--- src/rtl/hcrop_pkg.sv ---
package hcrop_pkg;
  localparam int HC_DIM_W = 16;

  typedef struct packed {
    logic                bypass;
    logic [HC_DIM_W-1:0] wM1;
    logic [HC_DIM_W-1:0] hM1;
    logic [HC_DIM_W-1:0] left;
    logic [HC_DIM_W-1:0] rightF;
  } cropCfg_t;

  typedef struct packed {
    logic keep;
    logic sof;
    logic eol;
    logic eof;
  } cropStrobe_t;
endpackage

--- src/rtl/hcrop_ctrl.sv ---
module hcrop_ctrl
  import hcrop_pkg::*;
(
  input  logic        clk,
  input  logic        rstN,
  input  logic        beat,
  input  logic        inSof,
  input  logic        chanEnable,
  input  cropCfg_t    liveCfg,
  output cropStrobe_t strb
);
  localparam int EXT_W = HC_DIM_W + 2;

  cropCfg_t            shadowCfg;
  cropCfg_t            effCfg;
  logic [HC_DIM_W-1:0] col, row, colEff, rowEff;
  logic                sofPend;
  logic                loadNow, lastCol, inWin, eolHit, keep;
  logic [EXT_W-1:0]    tail, lineEnd;

  assign loadNow = beat && inSof && chanEnable;
  assign effCfg  = loadNow ? liveCfg : shadowCfg;
  assign colEff  = inSof ? '0 : col;
  assign rowEff  = inSof ? '0 : row;
  assign lastCol = (colEff == effCfg.wM1);
  assign tail    = {2'b00, colEff} + {2'b00, effCfg.rightF} + EXT_W'(1);
  assign lineEnd = {2'b00, effCfg.wM1};
  assign inWin   = (colEff >= effCfg.left) && (tail <= lineEnd);
  assign eolHit  = effCfg.bypass ? lastCol : (tail == lineEnd);
  assign keep    = beat && (effCfg.bypass || inWin);

  always_comb begin
    strb.keep = keep;
    strb.sof  = keep && (inSof || sofPend);
    strb.eol  = keep && eolHit;
    strb.eof  = keep && eolHit && (rowEff == effCfg.hM1);
  end

  always_ff @(posedge clk) begin
    if (!rstN) begin
      shadowCfg <= '{bypass: 1'b1, default: '0};
      col       <= '0;
      row       <= '0;
      sofPend   <= 1'b0;
    end else begin
      if (loadNow) shadowCfg <= liveCfg;
      if (beat) begin
        col     <= lastCol ? '0 : colEff + HC_DIM_W'(1);
        row     <= lastCol ? rowEff + HC_DIM_W'(1) : rowEff;
        sofPend <= keep ? 1'b0 : (inSof ? 1'b1 : sofPend);
      end
    end
  end

  // column position never leaves the line currently in force
  p_col_in_line_r2: assert property (@(posedge clk) disable iff (!rstN)
    beat |=> (col <= shadowCfg.wM1));

  // shadow settings only move on a permitted reload beat
  p_shadow_hold_r8: assert property (@(posedge clk) disable iff (!rstN)
    !loadNow |=> $stable(shadowCfg));
endmodule

--- src/rtl/hcrop_dp.sv ---
module hcrop_dp
  import hcrop_pkg::*;
#(
  parameter int PIX_W = 24
) (
  input  logic             clk,
  input  logic             rstN,
  input  logic [PIX_W-1:0] inData,
  input  cropStrobe_t      strb,
  input  logic             outReady,
  output logic             inReady,
  output logic             outValid,
  output logic [PIX_W-1:0] outData,
  output logic             outSof,
  output logic             outEol,
  output logic             outEof
);
  assign inReady = !outValid || outReady;

  always_ff @(posedge clk) begin
    if (!rstN) begin
      outValid <= 1'b0;
      outData  <= '0;
      outSof   <= 1'b0;
      outEol   <= 1'b0;
      outEof   <= 1'b0;
    end else if (strb.keep) begin
      outValid <= 1'b1;
      outData  <= inData;
      outSof   <= strb.sof;
      outEol   <= strb.eol;
      outEof   <= strb.eof;
    end else if (outReady) begin
      outValid <= 1'b0;
    end
  end

  // a stalled beat is held intact
  p_stall_hold_r6: assert property (@(posedge clk) disable iff (!rstN)
    (outValid && !outReady) |=> (outValid && $stable(outData)
                                 && $stable(outSof) && $stable(outEol)));
endmodule

--- src/rtl/hcrop_stage.sv ---
module hcrop_stage
  import hcrop_pkg::*;
#(
  parameter int PIX_W = 24
) (
  input  logic                  clk,
  input  logic                  rstN,
  input  logic                  chanEnable,
  input  logic                  cfgBypass,
  input  logic [2*HC_DIM_W-1:0] cfgSize,
  input  logic [2*HC_DIM_W-1:0] cfgCrop,
  input  logic                  inValid,
  output logic                  inReady,
  input  logic [PIX_W-1:0]      inData,
  input  logic                  inSof,
  output logic                  outValid,
  input  logic                  outReady,
  output logic [PIX_W-1:0]      outData,
  output logic                  outSof,
  output logic                  outEol,
  output logic                  outEof
);
  cropCfg_t    liveCfg;
  cropStrobe_t strb;
  logic        beat;

  assign liveCfg.bypass = cfgBypass;
  assign liveCfg.wM1    = cfgSize[2*HC_DIM_W-1:HC_DIM_W];
  assign liveCfg.hM1    = cfgSize[HC_DIM_W-1:0];
  assign liveCfg.left   = cfgCrop[2*HC_DIM_W-1:HC_DIM_W];
  assign liveCfg.rightF = cfgCrop[HC_DIM_W-1:0];
  assign beat           = inValid && inReady;

  hcrop_ctrl u_ctrl (
    .clk(clk), .rstN(rstN), .beat(beat), .inSof(inSof),
    .chanEnable(chanEnable), .liveCfg(liveCfg), .strb(strb)
  );

  hcrop_dp #(.PIX_W(PIX_W)) u_dp (
    .clk(clk), .rstN(rstN), .inData(inData), .strb(strb),
    .outReady(outReady), .inReady(inReady), .outValid(outValid),
    .outData(outData), .outSof(outSof), .outEol(outEol), .outEof(outEof)
  );

  // frame end only ever coincides with a line end
  p_eof_is_eol_r10: assert property (@(posedge clk) disable iff (!rstN)
    (outValid && outEof) |-> outEol);

  // an empty output register never blocks the input
  p_ready_when_idle_r6: assert property (@(posedge clk) disable iff (!rstN)
    !outValid |-> inReady);
endmodule

--- config.mk ---
export PLATFORM = sky130hd
export DESIGN_NAME = hcrop_stage
export DESIGN_NICKNAME = d
export VERILOG_FILES = /design/src/rtl/hcrop_pkg.sv /design/src/rtl/hcrop_ctrl.sv /design/src/rtl/hcrop_dp.sv /design/src/rtl/hcrop_stage.sv
export SDC_FILE = /design/constraint.sdc
export NUM_CORES = 1
export LEC_CHECK = 0
export BUFFER_PORTS_ARGS = -buffer_cell sky130_fd_sc_hd__buf_2
export CAP_MARGIN = 20
export CELL_PAD_IN_SITES_DETAIL_PLACEMENT = 0
export CELL_PAD_IN_SITES_GLOBAL_PLACEMENT = 1
export CORE_MARGIN = 3
export CORE_UTILIZATION = 30
export CTS_CLUSTER_SIZE = 25
export DETAILED_ROUTE_END_ITERATION = 12
export PLACE_DENSITY_LB_ADDON = 0.08
export RECOVER_POWER = 100
export SLEW_MARGIN = 10
export SYNTH_ARGS = -nofsm -noshare
export SYNTH_HDL_FRONTEND = slang
export SYNTH_HIERARCHICAL = 1
export SYNTH_SLANG_ARGS = --single-unit
--- constraint.sdc ---
create_clock -name clk -period 10.5 [get_ports clk]
set_clock_uncertainty 0.1 [all_clocks]
set_input_delay 2.1 -clock clk [delete_from_list [all_inputs] [get_ports clk]]
set_output_delay 2.1 -clock clk [all_outputs]
set_load 0.05 [all_outputs]
==> impl_results.md <==
* Post-DR vias/cell at between 4 and 5
* Asr flop ratio synth at 0
* Final-stage net count at approximately 1.1k
* Synthesized flop and latch total at around 130
* Avg Inst Size Synth at 8.557 um^2
* Crit Path Class: in -> reg
* Type of origin of the critical path: primary input
* Crit path buf inv count at 4
* Initial antenna violation count at 1
* Total GRT Usage at 0.1755
* Final std cells w/o fill at around 1.3k
* Layout cell share with drive strength beyond 1 at 0.1446
* Hold Violations, Final at 0
* Initial drt markers at 440
* Root Driver: clkbuf_16
* Worst hold start: u_ctrl/shadowCfg[15]
* Max-cap violation count at 1
* Postcts setup bufs at 0
* CTS sink count at 126
* YS warnings at 6
* Worst-path clk slew at 0.06 ns
* PortBufs at 123
* Critical R2R Launch: u_dp/outValid
* Post-synthesis sequential area ratio at 0.3312
* Fmax at between 100 and 150 MHz
* # IOs at ~120
* Max Fanout on Critical Path at 28
* Area Overhead vs Synth at 17.50%
* DP Worst Slack at roughly 1.9 ns
* Family with the most delay on the worst path: compound AO/OA/AOI/OAI gates
* Via count at approximately 6.5k
* P_leak at approximately 0.0042 uW
* Met1 wire length at 11.87 mm
* Final period util at 0.8544
* Sw Pwr at between 400 and 500 uW
* VDD IR-drop max at around 0.07 mV
* Syn Inst Count at about 900
* # setup viols final at 0
* Routed WL at 23.48 mm
* Most used cell, CP: a21o_1
* Top post-synthesis cells by area: dfxtp_1, mux2i_1, ha_1
* Met3 routed WL at 1.041 mm
* Dpl cells at between 1k and 1.5k
* Largest net degree at the start of global routing at roughly 90
* Clock network fraction of total power at 0.450
* Post-route DRC at 0
* Sw frac at 0.3080
* DR WL met2 at between 10 and 15 mm
* Die width at approximately 170 um
* Max Root-Sink Buffers at 2
* RSZ-0062 raised after global routing: false
* Minimum clock period at ~9.0 ns
* Initial cell density of the core at 0.3095
* Slew Limit Fails at 33
* Post-detail-place hpwl at about 18 mm
* Top Layer Used: met5
* First-pass GRT wire length at 36.47 mm
* Final total power at between 1000 and 1500 uW
* Worst Tran Pin Value at between 2 and 2.5 ns
* Top FF cell, synth: dfxtp_1
* Slowest stage delay, CP at just over 0.8 ns
* Worst EP arrival at approximately 9.2 ns
* Slew HR at -0.5102
* Status: complete, but fails checks
* Post_cts resized at 0
* Setup WS post-layout at around 1.5 ns
* Synth unique cells at slightly above 70
* Yosys top cell area share at 0.3312
* H-Tree Level Count at 4
* Core Box Area at 24,600 um^2
* DRT Pass-1 Iters at 5
* Mapped cell area at approximately 7600 um^2
* Internal cell power at between 900 and 1000 uW
* CTS tree: done
* Combinational power share at 0.174
* WL/cell at around 18 um
* Die area at roughly 27,000 um^2
* Final hold slack at between 0.3 and 0.4 ns
* Final antenna diode count at 0
* GRT overflow at 0
* Crit. Startpoint: outReady
* Req. time, crit path at between 10 and 15 ns
* Failing checks: max-capacitance violations, max-slew violations
* Number of CTS-inserted buffers at 17
* EDFF count, synth at 0
* Pwr/cell area at 151.8 nW/um^2
* Slowest CP cell: clkbuf_1
* Clk Latency, worst-skew pair at between 0.4 and 0.5 ns
* Setup TNS at 0 ns
* Flop pwr share at 0.375
* Vias in the first global route at 6,361
* CP endpoint kind: flip-flop
* Gp weighted congestion at ~0.82
* Cell taking the most area after synthesis: dfxtp_1
* Post-synthesis net count at 1,032
* Hold buffer count at cts at 0
* Die Span Y at ~170 um
* ANT nets after route at 0
* Row cnt at 57
* Hold crit path type: reg -> reg
-- synthesized netlist by cell type, types with 3 or more instances --
cell	instances
dfxtp_1	126
nor2_1	96
nand2_1	91
mux2i_1	80
a21oi_1	48
nor2b_1	47
ha_1	46
clkbuf_1	28
xnor2_1	28
nand4_1	21
xor2_1	21
nand3_1	20
o21ai_0	20
inv_1	17
a22oi_1	14
a21o_1	13
nor4_1	12
and3_1	11
buf_2	11
and2_1	10
nand2b_1	10
mux2_2	9
a31oi_1	6
o211ai_1	6
a211oi_1	5
buf_1	5
nor3_1	5
nand3b_1	4
o21ai_1	4
o22ai_1	4
a2111oi_0	3
a211o_1	3
a41oi_1	3
and4_1	3
buf_6	3
o211a_1	3
-- layer usage --
layer	global-route usage	vias up
met3	0.03941	18
met5	0	-
li1	-	3356
met1	0.2506	2962
met4	0.04575	2
met2	0.2671	123
-- layout make-up --
cell class	count	area (um^2)
Multi-Input combinational cell	693	4712
Clock inverter	15	175.2
Tap cell	324	405.4
Sequential cell	126	2522
Inverter	20	75.07
Clock buffer	17	425.4
Fill cell	2582	15660
Timing Repair Buffer	132	633.1
-- cells by family after synthesis --
group	Yosys count	share of synthesized area
AO/OA/AOI/OAI	157	0.1354
XOR/XNOR	49	0.05635
adder cells (fa/ha/maj)	47	0.07820
buffers and inverters	71	0.04501
flip-flops	126	0.3312
multiplexers	92	0.1262
AND/OR/NAND/NOR	348	0.2277
-- metrics by stage --
| stage | util | cell area [um^2] |
|---|---|---|
| 6_report | 0.3637 | 8949 |
| 5_1_grt | 0.3637 | 8949 |
| 4_1_cts | 0.3676 | 9045 |
| 3_5_place_dp | 0.3432 | 8444 |
| 3_3_place_gp | 0.3432 | 8444 |
| 2_1_floorplan | - | 7616 |
-- placed cells by master, fill, tap and decap left out, types with 5 or more instances in the layout --
cell and count:
buf_2 94, clkbuf_1 32, xnor2_1 28, a31oi_1 6, o21ai_0 21, ha_1 46
xor2_1 21, and2_1 8, o211ai_1 6, inv_6 6, inv_1 17, a21oi_1 48
nor3_1 6, and3_1 11, nand3_1 21, clkbuf_16 17, buf_4 5, nor2_1 96
a22oi_1 14, dfxtp_1 126, nand2_1 91, nand2b_1 10, a211oi_1 5, nor4_1 12
mux2i_1 83, a21o_1 13, mux2_2 8, nand4_1 21, nor2b_1 47
-- power by group through the flow --
stage / combinational (uW) / clock, uW / sequential [uW]
after floorplan: 143 / 0 / 555
after global placement: 244 / 0 / 521
after detailed placement: 244 / 0 / 520
after CTS: 244 / 634 / 510
after global routing: 262 / 648 / 512
final: 237 / 612 / 510
-- worst reg2reg max path: stages, from the launching register on --
cell	delay [ns]
dfxtp_1	0.32
nand2b_1	0.12
and2_0	0.68
and3_1	0.36
clkbuf_1	0.83
nand2_1	0.19
nand2_1	0.13
ha_1	0.29
a21o_1	0.20
a21o_1	0.20
a21oi_1	0.36
o21ai_0	0.16
a31o_2	0.26
a21o_1	0.17
a21oi_1	0.16
xnor2_1	0.12
ha_1	0.21
a2111oi_0	0.71
o211ai_1	0.23
a31oi_1	0.25
nand3b_1	0.18
inv_1	0.08
clkbuf_2	0.73
mux2i_1	0.30
nor2b_1	0.06
-- worst paths after layout --
check,slack (ns),cells past startpoint,end
worst max-delay path,1.53,25,u_dp/outData[23]
worst min-delay path,0.36,2,u_ctrl/shadowCfg[15]
worst max register to register,2.97,24,u_dp/outData[23]
worst min register to register,0.36,2,u_ctrl/shadowCfg[15]
-- sequential cells by signal, indices dropped and copies added (netlist names) --
register	count
u_ctrl/shadowCfg	65
u_dp/outData	24
u_ctrl/col	16
u_ctrl/row	16
u_ctrl/sofPend	1
u_dp/outEof	1
u_dp/outEol	1
u_dp/outSof	1
u_dp/outValid	1
Power figures use the tool's default switching activity.
